===== src/rtl/dtt_pkg.sv =====
package dtt_pkg;
  typedef enum logic [1:0] {
    ST_IDLE   = 2'd0,
    ST_FIRST  = 2'd1,
    ST_SECOND = 2'd2
  } dtt_state_e;
endpackage


===== src/rtl/dtt_prescale.sv =====
module dtt_prescale #(
  parameter int DIV = 1
) (
  input  logic clk,
  input  logic rst,
  input  logic clr_i,
  input  logic run_i,
  input  logic raw_i,
  output logic tick_o
);
  localparam int PW = (DIV > 1) ? $clog2(DIV) : 1;
  localparam logic [PW-1:0] LAST = PW'(DIV - 1);

  logic [PW-1:0] phase;

  always_ff @(posedge clk) begin
    if (rst || clr_i) begin
      phase <= '0;
    end else if (raw_i && run_i) begin
      phase <= (phase == LAST) ? '0 : phase + 1'b1;
    end
  end

  assign tick_o = raw_i && run_i && !clr_i && (phase == LAST);


  phase_range_chk: assert property (@(posedge clk) disable iff (rst)
    phase <= LAST);


  idle_no_tick_chk: assert property (@(posedge clk) disable iff (rst)
    !run_i |-> !tick_o);


  arm_wins_chk: assert property (@(posedge clk) disable iff (rst)
    clr_i |-> !tick_o);
endmodule


===== src/rtl/dtt_stage_seq.sv =====
module dtt_stage_seq
  import dtt_pkg::*;
#(
  parameter int FIRST_TICKS  = 5,
  parameter int SECOND_TICKS = 10
) (
  input  logic clk,
  input  logic rst,
  input  logic start_i,
  input  logic tick_i,
  output logic armed_o,
  output logic end1_o,
  output logic end2_o
);
  localparam int MAXT = (FIRST_TICKS > SECOND_TICKS) ? FIRST_TICKS : SECOND_TICKS;
  localparam int CW   = $clog2(MAXT + 1);
  localparam logic [CW-1:0] LIM1 = CW'(FIRST_TICKS - 1);
  localparam logic [CW-1:0] LIM2 = CW'(SECOND_TICKS - 1);

  dtt_state_e    state;
  logic [CW-1:0] cnt;

  always_ff @(posedge clk) begin
    if (rst) begin
      state  <= ST_IDLE;
      cnt    <= '0;
      end1_o <= 1'b0;
      end2_o <= 1'b0;
    end else begin
      end1_o <= 1'b0;
      end2_o <= 1'b0;
      if (start_i) begin
        state <= ST_FIRST;
        cnt   <= '0;
      end else if (tick_i) begin
        case (state)
          ST_FIRST: begin
            if (cnt == LIM1) begin
              end1_o <= 1'b1;
              cnt    <= '0;
              state  <= ST_SECOND;
            end else begin
              cnt <= cnt + 1'b1;
            end
          end
          ST_SECOND: begin
            if (cnt == LIM2) begin
              end2_o <= 1'b1;
              cnt    <= '0;
              state  <= ST_IDLE;
            end else begin
              cnt <= cnt + 1'b1;
            end
          end
          default: cnt <= '0;
        endcase
      end
    end
  end

  assign armed_o = (state != ST_IDLE);


  start_arms_chk: assert property (@(posedge clk) disable iff (rst)
    start_i |=> (state == ST_FIRST && cnt == '0 && !end1_o && !end2_o));


  end1_width_chk: assert property (@(posedge clk) disable iff (rst)
    end1_o |=> !end1_o);


  end2_width_chk: assert property (@(posedge clk) disable iff (rst)
    end2_o |=> !end2_o);


  end2_source_chk: assert property (@(posedge clk) disable iff (rst)
    end2_o |-> (state == ST_IDLE && $past(state) == ST_SECOND));


  idle_hold_chk: assert property (@(posedge clk) disable iff (rst)
    (state == ST_IDLE && !start_i) |=> (state == ST_IDLE && !end1_o && !end2_o));


  no_tick_hold_chk: assert property (@(posedge clk) disable iff (rst)
    (!tick_i && !start_i) |=> $stable(cnt));


  first_bound_chk: assert property (@(posedge clk) disable iff (rst)
    (state == ST_FIRST) |-> (cnt <= LIM1));
endmodule


===== src/rtl/dual_timeout_timer.sv =====
module dual_timeout_timer #(
  parameter int FIRST_TICKS  = 5,
  parameter int SECOND_TICKS = 10,
  parameter int TICK_DIV     = 1
) (
  input  logic clk,
  input  logic rst,
  input  logic ms_strobe,
  input  logic arm_req,
  output logic stage1_done,
  output logic stage2_done
);
  logic armed;
  logic tick;

  dtt_prescale #(.DIV(TICK_DIV)) u_pre (
    .clk    (clk),
    .rst    (rst),
    .clr_i  (arm_req),
    .run_i  (armed),
    .raw_i  (ms_strobe),
    .tick_o (tick)
  );

  dtt_stage_seq #(
    .FIRST_TICKS  (FIRST_TICKS),
    .SECOND_TICKS (SECOND_TICKS)
  ) u_seq (
    .clk     (clk),
    .rst     (rst),
    .start_i (arm_req),
    .tick_i  (tick),
    .armed_o (armed),
    .end1_o  (stage1_done),
    .end2_o  (stage2_done)
  );


  reset_quiet_chk: assert property (@(posedge clk)
    rst |=> (!stage1_done && !stage2_done));


  exclusive_chk: assert property (@(posedge clk) disable iff (rst)
    !(stage1_done && stage2_done));
endmodule


===== config.mk =====
export PLATFORM = sky130hd
export DESIGN_NAME = dual_timeout_timer
export DESIGN_NICKNAME = d
export VERILOG_FILES = /design/src/rtl/dtt_pkg.sv /design/src/rtl/dtt_prescale.sv /design/src/rtl/dtt_stage_seq.sv /design/src/rtl/dual_timeout_timer.sv
export SDC_FILE = /design/constraint.sdc
export NUM_CORES = 1
export LEC_CHECK = 0
export BUFFER_PORTS_ARGS = -buffer_cell sky130_fd_sc_hd__buf_4
export CAP_MARGIN = 5
export CORE_UTILIZATION = 35
export CTS_BUF_LIST = sky130_fd_sc_hd__clkbuf_16
export DETAILED_ROUTE_END_ITERATION = 10
export PLACE_DENSITY_LB_ADDON = 0.12
export SYNTH_ARGS = -nofsm -noshare
export SYNTH_HDL_FRONTEND = slang
export SYNTH_HIERARCHICAL = 1
export SYNTH_SLANG_ARGS = --single-unit

===== constraint.sdc =====
create_clock -name clk -period 1.7 [get_ports clk]
set_input_delay 0.17 -clock clk [delete_from_list [all_inputs] [get_ports clk]]
set_output_delay 0.17 -clock clk [all_outputs]
set_load 0.005 [all_outputs]

; ---- After elaboration in Yosys (flattened, before gate mapping)
; Index checks and enable logic that the tools add are counted.
[op_classes]
add_sub_neg = 2
reduce_logical = 14
muxes = 11
n_bitwise = 4
n_eq_ne = 8
[ops]
columns = cell, n
row1 = $mux W4, 2
row2 = $pmux W4 S2, 1
row3 = $reduce_and A4 Y1, 2
row4 = $reduce_or A4 Y1, 2
row5 = $ne A3 B2 Y1 const B, 2
row6 = $reduce_bool A2 Y1, 3
row7 = $mux W1, 5
row8 = $add A4 B1 Y4 const B, 1
row9 = $eq A4 B3 Y1 const B, 1
row10 = $eq A4 B4 Y1 const B, 1
row11 = $mux W2, 2
row12 = $ne A2 B1 Y1 const B, 2
row13 = $not A1 Y1, 4
row14 = $pmux W2 S2, 1
row15 = $logic_and A1 B1 Y1, 3
row16 = $reduce_bool A3 Y1, 1
row17 = $eq A2 B1 Y1 const B, 1
row18 = $eq A2 B2 Y1 const B, 1
row19 = $reduce_or A2 Y1, 1
row20 = $add A1 B1 Y1 const B, 1
row21 = $logic_not A1 Y1, 1
row22 = $logic_or A1 B1 Y1, 1
[totals]
in_bits = 4
out_inout_bits = 2
ff_bits = 9
word_cells = 45

; ---- Depth between registers and ports, before layout
; Gate-level depths: netlist of run 1.
[logic_depth]
depth_word = 6
mapped_depth = 9
ltp_nobuf = 8

; ---- Cells and area by module
; Netlist of run 1, hierarchy kept.
[by_module_without_submodules]
columns = module, area_each_um2, n_inst, seq_area_each_um2, cells_each
row1 = dtt_stage_seq, 493.0, 1, 160.2, 57
row2 = dtt_prescale, 8.8, 1, 0.0, 1

; ---- Worst setup path before layout of run 1
; Ideal clock, no wire load.
[synth_path]
path_type = reg2reg
from = register u_seq.state[0]
to = register u_seq.cnt[2]
setup_ps = 74
path_slack_ps = 172
t_required_ps = 1626
n_path_buf = 0
stages_incl_launch_ff = 7
arrival_time_ps = 1454
synth_period_minus_slack_ps = 1528
cell_sequence = dfxtp_1 > inv_1 > ha_1 > and4bb_4 > nor4b_4 > nand4b_1 > a31oi_1
[synth_via]
elab_chain_len = 4
word_cells_on_any_way = 7
cone_classes = eq/ne (2) / mux (1) / reduce/logical (4)
[synth_rtl]
columns = item, line
row1 = start: declaration, dtt_stage_seq.sv:20  ; dtt_state_e state;
row2 = start signal: assignment, dtt_stage_seq.sv:25  ; state <= ST_IDLE;
row3 = start signal: assignment, dtt_stage_seq.sv:33  ; state <= ST_FIRST;
row4 = start signal: assignment, dtt_stage_seq.sv:41  ; state <= ST_SECOND;
row5 = branches (longest 4 deep; another with $pmux W4 S2), -
row6 = end signal: assignment, dtt_stage_seq.sv:43  ; cnt <= cnt + 1'b1;
row7 = end signal: assignment, dtt_stage_seq.sv:52  ; cnt <= cnt + 1'b1;
row8 = end: declaration, dtt_stage_seq.sv:21  ; logic [CW-1:0] cnt;
; Parallel ways; which one is timed is not known.
; A chain may end at the register's enable or synchronous reset.

; ---- Worst setup path after layout of run 1
[layout_path]
from = register u_seq.state[0]
to = register u_seq.cnt[0]
; The elaborated chain is that of the path after synthesis.

==> summary by stage, run 1 <==
Outcome
The run finished with clean final reports.

Route
For this block, the initial DRC count from the detailed router was 5. The met1 wire length is 485 um. The routed wire length on met2 is 488 um. The count of nets left with antenna violations once routing finished came out at 0. The final layout contains routed wiring with a total length of 1037 um. After detailed routing, the average wire length per cell comes to 12.49 um. The residual DRC count is 0. The via count is 412.

Signal routing reaches up to met4. The sum of met3 wire segment lengths after detailed routing is 49 um. The pre-antenna-repair detailed-routing pass consisted of 4 iterations. The number of vias per cell is 4.964.

Logic synthesis
When the netlist entered floorplanning its net count stood at 68. The biggest area contributor in the post-synthesis netlist is sky130_fd_sc_hd__dfxtp_1. Synthesis produced a netlist whose cell count is 58.

The post-synthesis instance area is 501.7 um2. The mean instance size in the synthesized netlist is 8.651 um2. Counting flops and latches in the post-synthesis netlist gives 8. The portion of the post-synthesis area used by sequential elements is 0.3192. The area share of the leading cell type in the synthesized netlist is 0.3192.

The post-synthesis cell type count is 22. For this run, the number of Yosys warnings is 6. Sorting the synthesized cells by area gives the leading types as sky130_fd_sc_hd__dfxtp_1 32%, sky130_fd_sc_hd__ha_1 15%, sky130_fd_sc_hd__inv_1 6.0%.

Power and ir drop
The share of total power dissipated in the clock network is 0.638. Of the total power, registers draw 0.310. The analysis attributes to net switching a power of 0.0001102 W. Of the total power, combinational logic draws 0.052. Of the total power, the share spent switching nets is 0.1778. The power per standard cell area is 945.3 mW/mm2. The design draws 0.0006197 W. The design internal power is 0.0005096 W.

In this run the static leakage power is 0.2690 nW. The worst-case IR drop observed on VDD is 0.5041 mV.

Placed design
The routability-driven placement congestion ratio is 0.7824. The placed wire-length estimate is 700.4 um. The count of buffers from port buffering is 5.

Die
The initial utilization of the core area, before any placement, comes to 0.3808. 6 I/O pins were placed. The vertical die dimension is 39.86 um. The region available for standard cell placement spans 0.001318 mm2.

The horizontal die dimension is 39.86 um. The die area is 0.001589 mm2. The floorplan row count is 13.

CTS
At the later pin of the worst-skew pair, clock insertion delay measures 230 ps. The tree is rooted in a sky130_fd_sc_hd__clkbuf_16. No sink is reached through more buffers than the 2 on the longest clock path. The number of H-tree levels is 1.

Counting the buffers created by CTS gives 3. Buffers inserted to repair hold after CTS numbered 0. The clock net in this run drives a total of 8 sinks. TritonCTS built the clock tree. After clock tree synthesis, the clock-pin slew on the worst setup and hold paths is 40 ps.

Global route
The maximum number of pins on one net before global-route repair is 9. The total congestion overflow is 0. The initial antenna violation count is 0.

The global-route wire length before repair is 1628 um. The via count of the first global-routing pass is 367. The global-route usage over all layers is 0.1723.

Timing
The final worst hold slack is 99.25 ps. The max-slew violation count was 0. The minimum clock period after layout is 1617 ps. The post-route clock period utilization is 0.9512. The hold violation count in the final report is 0.

The transition at the pin with the smallest max-transition slack is 353.0 ps. The count of final setup violators is 0. The total negative setup slack is 0 ps. The worst slew slack as a fraction of its limit is 0.7637. Setup repair after global routing left no endpoint under its margin. Static timing analysis puts the maximum clock frequency at 618.4 MHz.

Across the routed clock network, the largest skew measured is 1.314 ps.

Worst setup path
The number of buffers and inverters on the critical path is 0. The cell with the largest stage delay on the worst path is sky130_fd_sc_hd__nor4b_4. In this run the worst path has a maximum fanout of 6. The critical path goes through ha_2 > and4bb_2 > nor4b_4 > nand3_1 > a21oi_1. The critical path is of the reg -> reg type.

The kind of cell adding the most delay to the critical path is simple AND/OR/NAND/NOR gates. The category of the worst setup path launch point is a flip-flop. On the worst path, the slowest cell contributes a delay of 390 ps. Data arrives at the worst endpoint at 1770 ps. The worst setup path is captured at a flip-flop. The required time of the critical path is 1860 ps.

Min path
The type of the tightest min-delay check is in -> reg.

Flow run
The reported max-cap violation count is 0.

Layout
At the end of the flow, the number of nets in the layout was 80. The number of antenna cells inserted is 0. From synthesis to final layout, the design area changed by 30.67%. The share of cells above drive strength 1 is 0.2941.
cells in the mapped netlist:
| cell type | number |
|---|---|
| sky130_fd_sc_hd__nor3_1 | 2 |
| sky130_fd_sc_hd__a31oi_1 | 3 |
| sky130_fd_sc_hd__and4bb_4 | 1 |
| sky130_fd_sc_hd__a311oi_1 | 1 |
| sky130_fd_sc_hd__o21ai_0 | 1 |
| sky130_fd_sc_hd__ha_1 | 6 |
| sky130_fd_sc_hd__nor2_1 | 6 |
| sky130_fd_sc_hd__dfxtp_1 | 8 |
| sky130_fd_sc_hd__nand3_1 | 3 |
| sky130_fd_sc_hd__and3b_1 | 1 |
| sky130_fd_sc_hd__nand4b_1 | 3 |
| sky130_fd_sc_hd__buf_2 | 1 |
| sky130_fd_sc_hd__or2_2 | 1 |
| sky130_fd_sc_hd__o21ai_1 | 1 |
| sky130_fd_sc_hd__nor4b_4 | 1 |
| sky130_fd_sc_hd__a21oi_1 | 4 |
| sky130_fd_sc_hd__nand2_1 | 3 |
| sky130_fd_sc_hd__nor2b_1 | 1 |
| sky130_fd_sc_hd__inv_1 | 8 |
| sky130_fd_sc_hd__buf_4 | 1 |
| sky130_fd_sc_hd__nand3b_1 | 1 |
| sky130_fd_sc_hd__and4bb_1 | 1 |
kinds of logic (layout without fill, tap and decap cells):
logic type | Yosys count | after routing | synth area share
adder cells (fa/ha/maj) | 6 | 6 | 0.1496
AND/OR/NAND/NOR | 24 | 24 | 0.3317
buffers and inverters | 10 | 20 | 0.08479
flip-flops | 8 | 8 | 0.3192
AO/OA/AOI/OAI | 10 | 10 | 0.1147
layout by cell type, fill, tap and decap left out:
cell type | netlist | final
sky130_fd_sc_hd__and4bb_2 | 0 | 1
sky130_fd_sc_hd__o21ai_1 | 1 | 1
sky130_fd_sc_hd__inv_2 | 0 | 1
sky130_fd_sc_hd__o21ai_0 | 1 | 1
sky130_fd_sc_hd__nor2b_1 | 1 | 1
sky130_fd_sc_hd__nand2_1 | 3 | 3
sky130_fd_sc_hd__nor3_1 | 2 | 2
sky130_fd_sc_hd__a311oi_1 | 1 | 1
sky130_fd_sc_hd__dfxtp_2 | 0 | 2
sky130_fd_sc_hd__ha_1 | 6 | 5
sky130_fd_sc_hd__or2_2 | 1 | 1
sky130_fd_sc_hd__nand4b_1 | 3 | 3
sky130_fd_sc_hd__nor4b_4 | 1 | 1
sky130_fd_sc_hd__dfxtp_1 | 8 | 6
sky130_fd_sc_hd__nor2_1 | 6 | 6
sky130_fd_sc_hd__and3b_1 | 1 | 1
sky130_fd_sc_hd__nand3b_1 | 1 | 1
sky130_fd_sc_hd__clkbuf_16 | 0 | 3
sky130_fd_sc_hd__ha_2 | 0 | 1
sky130_fd_sc_hd__a31oi_1 | 3 | 3
sky130_fd_sc_hd__buf_4 | 1 | 9
sky130_fd_sc_hd__nand3_1 | 3 | 3
sky130_fd_sc_hd__inv_1 | 8 | 7
sky130_fd_sc_hd__and4bb_4 | 1 | 1
sky130_fd_sc_hd__a21oi_1 | 4 | 4
registers in the layout, summed over array words and instances, names as in the netlist:
name / flops
u_seq/end1_o: 1
u_seq/end2_o: 1
u_seq/cnt: 4
u_seq/state: 2
final cells by class:
cell class	instances	area, um2
multi-input combinational	40	301.5
tap	15	18.77
clock buffer	3	75.07
fill	126	661.9
sequential	8	162.7
timing repair buffer	9	67.56
inverter	8	30.03
through the flow:
step	setup slack, ps	instances	cell area (um2)	util
final	82.98	83	655.6	0.4976
after detailed placement	55.10	79	568.0	0.4311
after floorplan	171.6	58	501.7	-
after global routing	7.898	83	655.6	0.4976
after CTS	23.94	82	643.1	0.4881
after global placement	92.79	79	568.0	0.4311
path summary, 6_finish.rpt:
path | start | end | slack (ps) | cells after the start
setup / recovery | u_seq/state[0] | u_seq/cnt[0] | 80 | 5
hold / removal | rst | u_seq/state[0] | 100 | 2
setup reg to reg | u_seq/state[0] | u_seq/cnt[0] | 80 | 5
hold reg to reg | u_seq/cnt[0] | u_seq/cnt[0] | 480 | 2
what timing repair did:
| item | CTS | global route |
|---|---|---|
| endpoints found under the setup margin | 0 | 4 |
| resized for setup | 0 | 5 |
| setup buffers | 0 | 1 |
power by group through the flow:
stage          combinational (W)  clock, W  sequential [W]
6_report               0.0000320  0.000395        0.000192
5_1_grt                0.0000356  0.000417        0.000192
4_1_cts                0.0000315  0.000408        0.000192
3_5_place_dp           0.0000314         0        0.000195
3_3_place_gp           0.0000315         0        0.000195
2_1_floorplan          0.0000202         0        0.000195
layer usage:
layer	GRT usage	up-vias
li1	-	222
met1	0.2082	179
met2	0.2379	9
met3	0.08523	2
met4	0.1034	0
met5	0	-
No activity file was read; power rests on OpenSTA's default activity.
==> run 2: changes to the inputs <==
Settings changed: RECOVER_POWER set to 50.
==> run 2 against run 1 <==
Effect of this change: global-route usage is the same; clock-buffer cell count unchanged; utilization is 0.28 points lower; combinational power down 3%; critical path type unchanged; die area unchanged; first-iteration DRC count grew 60%; cell count did not move; highest routed layer unchanged; flip-flop and latch count unchanged; worst setup slack improved by 2.7 ps; register-to-register slack barely moved.
==> summary by stage, run 2 (synthesis gave the netlist of run 1 again) <==
Placed design
The count of buffers from port buffering is 5 (unchanged). The routability-driven placement congestion ratio came to 0.7824 (unchanged). The post-placement worst setup slack came to 55.10 ps (unchanged). The number of placed cells counting well taps was 79 (unchanged). The placed wire-length estimate was 700.4 um (unchanged).

Layout
The count of non-filler cells in the finished layout is 83 (unchanged). The total number of nets in the final design is 80 (unchanged). The largest registers in the layout are u_seq/cnt x4, u_seq/state x2. The layout filler cell count was 126 (unchanged). The combined area of the multi-input logic cells came to 301.5 um2 (unchanged).

The area growth from synthesis to layout is 29.93%. In the layout the commonest cells are 7 x sky130_fd_sc_hd__inv_1, 6 x sky130_fd_sc_hd__buf_4, 6 x sky130_fd_sc_hd__nor2_1, 6 x sky130_fd_sc_hd__dfxtp_1, 5 x sky130_fd_sc_hd__ha_1. The number of flip-flops in the largest register was 4 (unchanged).

The share of the core filled with cells in the final layout is 0.4948 (-0.002849). The register with the most flip-flops in the final layout is u_seq/cnt. The number of antenna cells inserted is 0 (unchanged).

The share of cells above drive strength 1 was 0.2794 (-0.01471). The most frequent standard cell in the layout excluding fill and tap cells is sky130_fd_sc_hd__inv_1. The combined flip-flop and latch cell area is 162.7 um2 (unchanged).

Global route
The global-route usage over all layers is 0.1723 (unchanged). The layer with the highest usage after global routing is met2. The initial antenna violation count was 0 (unchanged). The via count of the first global-routing pass is 367 (unchanged). The met1 demand-to-capacity share in global routing is 0.2082 (unchanged).

The met2 global-route usage came to 0.2379 (unchanged). The met3 usage is 0.08523 (unchanged). The total congestion overflow is 0 (unchanged).

The global-route wire length before repair came to 1628 um (unchanged). The maximum number of pins on one net before global-route repair is 9 (unchanged).

Timing
The max-slew violation count is 0 (unchanged). The worst slew slack as a fraction of its limit came to 0.7632 (about the same). The post-route clock period utilization is 0.9496 (-0.001607).

The count of final setup violators is 0 (unchanged). The top achievable clock speed is 619.5 MHz (+0.17%). The hold violation count in the final report came to 0 (unchanged). The post-layout worst setup margin is 85.72 ps (+2.732 ps).

The minimum clock period after layout came to 1614 ps (-2.732 ps). The clock skew after layout is 1.287 ps (-0.02740 ps). The total negative setup slack is 0 ps (unchanged). The transition at the pin with the smallest max-transition slack is 353.6 ps (+0.6114 ps).

Setup repair after global routing left no endpoint under its margin.

Route
The via count is 411 (-0.24%). The number of vias per cell is 4.952 (-0.24%). The post-detailed-routing wire length is 1031 um (-0.58%). The initial detailed-routing violation count is 8 (+3). The average wire per standard cell is 12.42 um (-0.58%). The number of search-and-repair iterations in the first detailed-routing pass is 3 (-1). The residual DRC count came to 0 (unchanged). The final antenna-violating net count is 0 (unchanged).

CTS
The TritonCTS clock tree is done. The number of hold buffers added after cts is 0 (unchanged). The register clock-pin slew on the reported worst setup and hold paths is 40 ps (about the same). The worst-case clock buffer depth is 2 (unchanged). The number of H-tree levels is 1 (unchanged).

The clock root buffer master is sky130_fd_sc_hd__clkbuf_16. The insertion delay of the later-clocked pin in the worst-skew pair is 230 ps (about the same). The number of buffers added by the clock tree synthesis step is 3 (unchanged).

The number of sinks handled by clock tree synthesis is 8 (unchanged).

Die
The horizontal die dimension is 39.86 um (unchanged). The effective utilization at floorplan came to 0.3808 (unchanged). The floorplan core area is 0.001318 mm2 (unchanged). The vertical die dimension was 39.86 um (unchanged). The die area is 0.001589 mm2 (unchanged). The floorplan row count came to 13 (unchanged). The I/O pin count is 6 (unchanged).

Worst setup path
STA classifies the critical path startpoint as a flip-flop. The highest net fanout along the worst path came to 6 (unchanged). The data arrival time of the critical path is 1770 ps (about the same).

Tracing the worst setup path back leads to its startpoint at u_seq/state[0]. The count of cells along the worst register-to-register path was 5 (unchanged). The worst setup path is of the reg -> reg kind. The required time of the critical path is 1860 ps (about the same). The start of the worst register-to-register path is u_seq/state[0]. STA classifies the critical path endpoint as a flip-flop.

Min path
The launch instance of the worst min-delay path is rst. The path class of the tightest hold or removal check is in -> reg. The number of instances on the worst hold path is 2 (unchanged).

Power and ir drop
The power per standard cell area is 949.6 mW/mm2 (+0.45%). The power after layout is 0.0006190 W (-0.12%). The standby leakage power is 0.2648 nW (-1.6%). The worst-case vdd ir drop is 0.5045 mV (about the same).

Flow run
The reported max-cap violation count was 0 (unchanged).

Outcome
The run finished with clean final reports.
run 2: changes by cell type in the layout (fill, tap and decap cells not counted), sizes merged:
cell	delta
clkbuf	+3
buf	-3
run 2: path summary, 6_finish.rpt:
path / to / slack, ps
max: u_seq/cnt[0] / 90
min: u_seq/state[0] / 100
max reg2reg: u_seq/cnt[0] / 90
min reg2reg: u_seq/cnt[0] / 480
run 2: critical path: stages (launching register included):
cell	delay, ps
sky130_fd_sc_hd__dfxtp_1	370
sky130_fd_sc_hd__ha_2	210
sky130_fd_sc_hd__and4bb_2	270
sky130_fd_sc_hd__nor4b_4	390
sky130_fd_sc_hd__nand3_1	130
sky130_fd_sc_hd__a21oi_1	160
run 2: per-stage QoR:
step / instance area, um2 / hold slack (ps)
2_1_floorplan: 501.7 / 242.1
3_3_place_gp: 568.0 / 334.7
3_5_place_dp: 568.0 / 340.0
4_1_cts: 643.1 / 96.90
5_1_grt: 651.9 / 107.1
6_report: 651.9 / 99.07
run 2: cell type report:
cell class              instances  share of cell area
clock buffers                   3              0.1152
well taps                      15             0.02879
multi-input cells              40              0.4626
flip-flops and latches          8              0.2495
repair buffers                  9             0.09789
inverters                       8             0.04607
run 2: timing repair:
| item | 4_1_cts | 5_1_grt |
|---|---|---|
| setup buffers | 0 | 1 |
| hold endpoints to repair | 0 | 0 |
| resized for setup | 0 | 5 |
| endpoints found under the setup margin | 0 | 4 |
run 2: power breakdown:
part           internal [W]  leakage (nW)  switching (W)
Combinational     0.0000150         0.162      0.0000160
Sequential         0.000190        0.0658     0.00000191
Clock              0.000303        0.0370      0.0000923
run 2: routing by layer:
| metal | up-vias | routed length, um |
|---|---|---|
| met5 | - | 0 |
| met4 | 0 | 12 |
| met3 | 2 | 42 |
| met2 | 5 | 487 |
| met1 | 181 | 489 |
| li1 | 223 | - |
==> run 3: changes to the inputs <==
Settings changed: ABC_AREA set to 1, CTS_CLUSTER_SIZE set to 14.
==> run 3 against run 2 <==
Effect of this change: clock skew increased by 1.5 ps; total power decreased by 1.0%; utilization increased by 1.5 points; clock power decreased by 2%; final area decreased by 8.4%; first-iteration DRC count decreased by 38%; non-clock buffer count decreased by 3; global-route usage decreased by 2.5 points; critical endpoint is now u_seq/state[0]; largest power group unchanged.
==> summary by stage, run 3 <==
Worst setup path
The required time of the critical path is 1820 ps (-40 ps). The highest net fanout along the worst path was 4 (-2). By startpoint and endpoint, the worst setup path is classified as reg -> reg. The nature of the critical path endpoint is a flip-flop. The data arrival time of the critical path came to 1560 ps (-210 ps). The worst setup path is launched from a flip-flop.

CTS
The post-CTS setup buffer count came to 0 (unchanged). The clock root buffer master is sky130_fd_sc_hd__clkbuf_16. The worst-case clock buffer depth is 2 (unchanged). The number of H-tree levels came to 1 (unchanged).

The post-cts sizing count is 0 (unchanged). The register clock-pin slew on the reported worst setup and hold paths is 40 ps (about the same). The number of hold buffers added after cts is 0 (unchanged). The TritonCTS clock tree is done. The number of sinks handled by clock tree synthesis is 8 (unchanged). The number of buffers added by the clock tree synthesis step is 3 (unchanged). The insertion delay of the later-clocked pin in the worst-skew pair is 230 ps (about the same).

Die
The I/O pin count is 6 (unchanged). The floorplan core area came to 0.001171 mm2 (-11%). The die area is 0.001498 mm2 (-5.7%). The effective utilization at floorplan was 0.4028 (+0.02196). The vertical die dimension is 38.71 um (-2.9%). The floorplan row count was 12 (-1). The horizontal die dimension came to 38.71 um (-2.9%).

Layout
The largest registers in the layout are u_seq/cnt x4, u_seq/state x2. The area growth from synthesis to final layout is 26.53%. The library cells used most frequently in the layout, excluding fill and tap cells, are 14 x sky130_fd_sc_hd__nand2_1, 10 x sky130_fd_sc_hd__inv_1, 8 x sky130_fd_sc_hd__dfxtp_1. The share of cells above drive strength 1 is 0.2083 (-0.07108). The largest register by flop count is u_seq/cnt. The layout filler cell count was 136 (+7.9%).

The number of antenna cells inserted is 0 (unchanged). The number of flip-flops in the largest register is 4 (unchanged). The count of non-filler cells in the finished layout is 86 (+3.6%). The total number of nets in the final design is 84 (+5.0%). The most frequent standard cell in the layout excluding fill and tap cells is sky130_fd_sc_hd__nand2_1.

Logic synthesis
The portion of the post-synthesis area used by sequential elements came to 0.3395 (+0.02032). The adder-cell share of the synthesized area was 0.1592 (+0.009525). The mux cell area share after synthesis came to 0 (unchanged). The largest family of logic cells by synthesized area is simple AND/OR/NAND/NOR gates.

The mean instance size in the synthesized netlist is 7.487 um2 (-13%). The number of synthesized register bits is 8 (unchanged). The fraction of synthesis flops using an asynchronous set or reset pin is 0 (unchanged). The library cell occupying the most area in the post-synthesis netlist is sky130_fd_sc_hd__dfxtp_1.

The count of flip-flops with a built-in enable after synthesis came to 0 (unchanged). The post-synthesis instance area came to 471.7 um2 (-6.0%). The complex-gate fraction of the synthesized area came to 0.04244 (-0.07227).

The post-synthesis cell type count is 16 (-27%). The area share of the leading cell type in the synthesized netlist is 0.3395 (+0.02032). The post-synthesis instance total was 63 (+8.6%).

The most used flip-flop cell after synthesis is sky130_fd_sc_hd__dfxtp_1. The xor and xnor area share after synthesis was 0.03714 (+0.03714). The synthesized-area fraction occupied by and/or/nand/nor cells is 0.3263 (-0.005411). The synthesis warning total is 6 (unchanged). In the synthesized netlist, the cells that appear most often are 14 x sky130_fd_sc_hd__nand2_1, 10 x sky130_fd_sc_hd__inv_1, 8 x sky130_fd_sc_hd__dfxtp_1.

By area the synthesized netlist is led by sky130_fd_sc_hd__dfxtp_1 34%, sky130_fd_sc_hd__ha_1 16%, sky130_fd_sc_hd__nand2_1 11%. Yosys instantiated no cell more often than sky130_fd_sc_hd__nand2_1. The number of nets produced by synthesis came to 73 (+7.4%).

Timing
Setup repair after global routing left no endpoint under its margin. The total negative setup slack is 0 ps (unchanged). The transition at the pin with the smallest max-transition slack came to 214.1 ps (-139.6 ps). The hold violation count in the final report came to 0 (unchanged).

The minimum clock period after layout came to 1443 ps (-171.5 ps). The worst slew slack as a fraction of its limit is 0.8560 (+0.09273). The max-slew violation count is 0 (unchanged). The count of final setup violators is 0 (unchanged). The top achievable clock speed is 693.1 MHz (+12%). The post-route clock period utilization came to 0.8487 (-0.1009). The clock skew after layout is 2.785 ps (+1.498 ps).

Placed design
The placed wire-length estimate was 611.5 um (-13%). The routability-driven placement congestion ratio came to 0.7086 (-9.4%). The count of buffers from port buffering is 5 (unchanged).

The number of placed cells counting well taps is 83 (+5.1%).

Power and ir drop
The power per standard cell area is 1026 mW/mm2 (+8.1%). The worst-case vdd ir drop came to 0.5744 mV (+14%). The standby leakage power is 0.2542 nW (-4.0%).

Global route
The global-route wire length before repair was 1476 um (-9.3%). The via count of the first global-routing pass came to 376 (+2.5%). The maximum number of pins on one net before global-route repair is 6 (-3). The global-route usage over all layers is 0.1471 (-0.02520). The initial antenna violation count is 0 (unchanged). The total congestion overflow came to 0 (unchanged).

Min path
The min-delay analysis places its worst path in the category in -> reg.

Route
The final antenna-violating net count was 0 (unchanged). The via count came to 396 (-3.6%). The number of search-and-repair iterations in the first detailed-routing pass came to 4 (+1). The post-detailed-routing wire length is 801 um (-22%).

The residual DRC count is 0 (unchanged). The average wire per standard cell is 9.314 um (-25%). The initial detailed-routing violation count was 5 (-3). The number of vias per cell is 4.605 (-7.0%).

Outcome
The run finished with clean final reports.

Flow run
The reported max-cap violation count is 0 (unchanged).
==> run 3: cell types whose count changed in the layout (fill, tap and decap cells not counted), sizes merged, moves of 2 or more <==
cell	before	now
inv	8	12
and4bb	2	0
nand3	3	7
buf	6	3
a31oi	3	0
nand2	3	16
nand4b	3	0
==> run 3: worst max-delay path, cell delays in order (launching register included) <==
cell and delay (ps):
sky130_fd_sc_hd__dfxtp_1 340, sky130_fd_sc_hd__inv_1 70, sky130_fd_sc_hd__ha_1 190, sky130_fd_sc_hd__inv_1 50, sky130_fd_sc_hd__nand2_1 50, sky130_fd_sc_hd__nor2_2 150
sky130_fd_sc_hd__inv_1 110, sky130_fd_sc_hd__o21ai_1 140, sky130_fd_sc_hd__nand3_1 100, sky130_fd_sc_hd__nand2_1 80, sky130_fd_sc_hd__a21oi_1 50
==> run 3: cells by family (layout without fill, tap and decap cells) <==
family	after synthesis	after routing
AO/OA/AOI/OAI	4	4
XOR/XNOR	2	2
adder cells (fa/ha/maj)	6	6
buffers and inverters	12	21
flip-flops	8	8
AND/OR/NAND/NOR	31	31
==> run 3: layer usage <==
metal / share of wire / track usage / vias up / wire, um
met1: 0.52 / 0.1777 / 173 / 417
met5: 0 / 0 / - / 0
met3: 0.046 / 0.06936 / 0 / 37
met2: 0.43 / 0.2250 / 10 / 346
li1: - / - / 213 / -
met4: 0 / 0.05172 / 0 / 0
==> run 3: area by class of cell <==
class | count | area [um2] | share of cell area
multi-input cells | 43 | 261.5 | 0.4382
flip-flops and latches | 8 | 160.2 | 0.2683
clock buffers | 3 | 75.07 | 0.1258
inverters | 12 | 45.04 | 0.07547
repair buffers | 6 | 37.54 | 0.06289
well taps | 14 | 17.52 | 0.02935
==> run 3: path summary, 6_finish.rpt <==
path	to	cells after the start	from	slack, ps
worst max-delay path	u_seq/state[0]	10	u_seq/state[0]	260
worst min-delay path	u_seq/state[0]	2	rst	110
worst max register to register	u_seq/state[0]	10	u_seq/state[0]	260
worst min register to register	u_seq/state[0]	2	u_seq/state[0]	480
==> run 3: power breakdown <==
part,switching (W),internal [W]
Sequential,0.00000195,0.000191
Combinational,0.0000179,0.0000130
Clock,0.0000861,0.000303
==> run 3: stage by stage <==
step                utilization  hold WS [ps]  cell area (um2)  total power, W  setup slack [ps]
floorplan                     -         239.1            471.7       0.0002150             336.7
global route             0.5096         105.5            596.8       0.0006397             99.74
detailed placement       0.4562         346.1            534.3       0.0002279             257.5
finish                   0.5096         107.6            596.8       0.0006126             257.2
CTS                      0.5203         104.6            609.3       0.0006243             244.0
global placement         0.4562         341.4            534.3       0.0002277             270.5
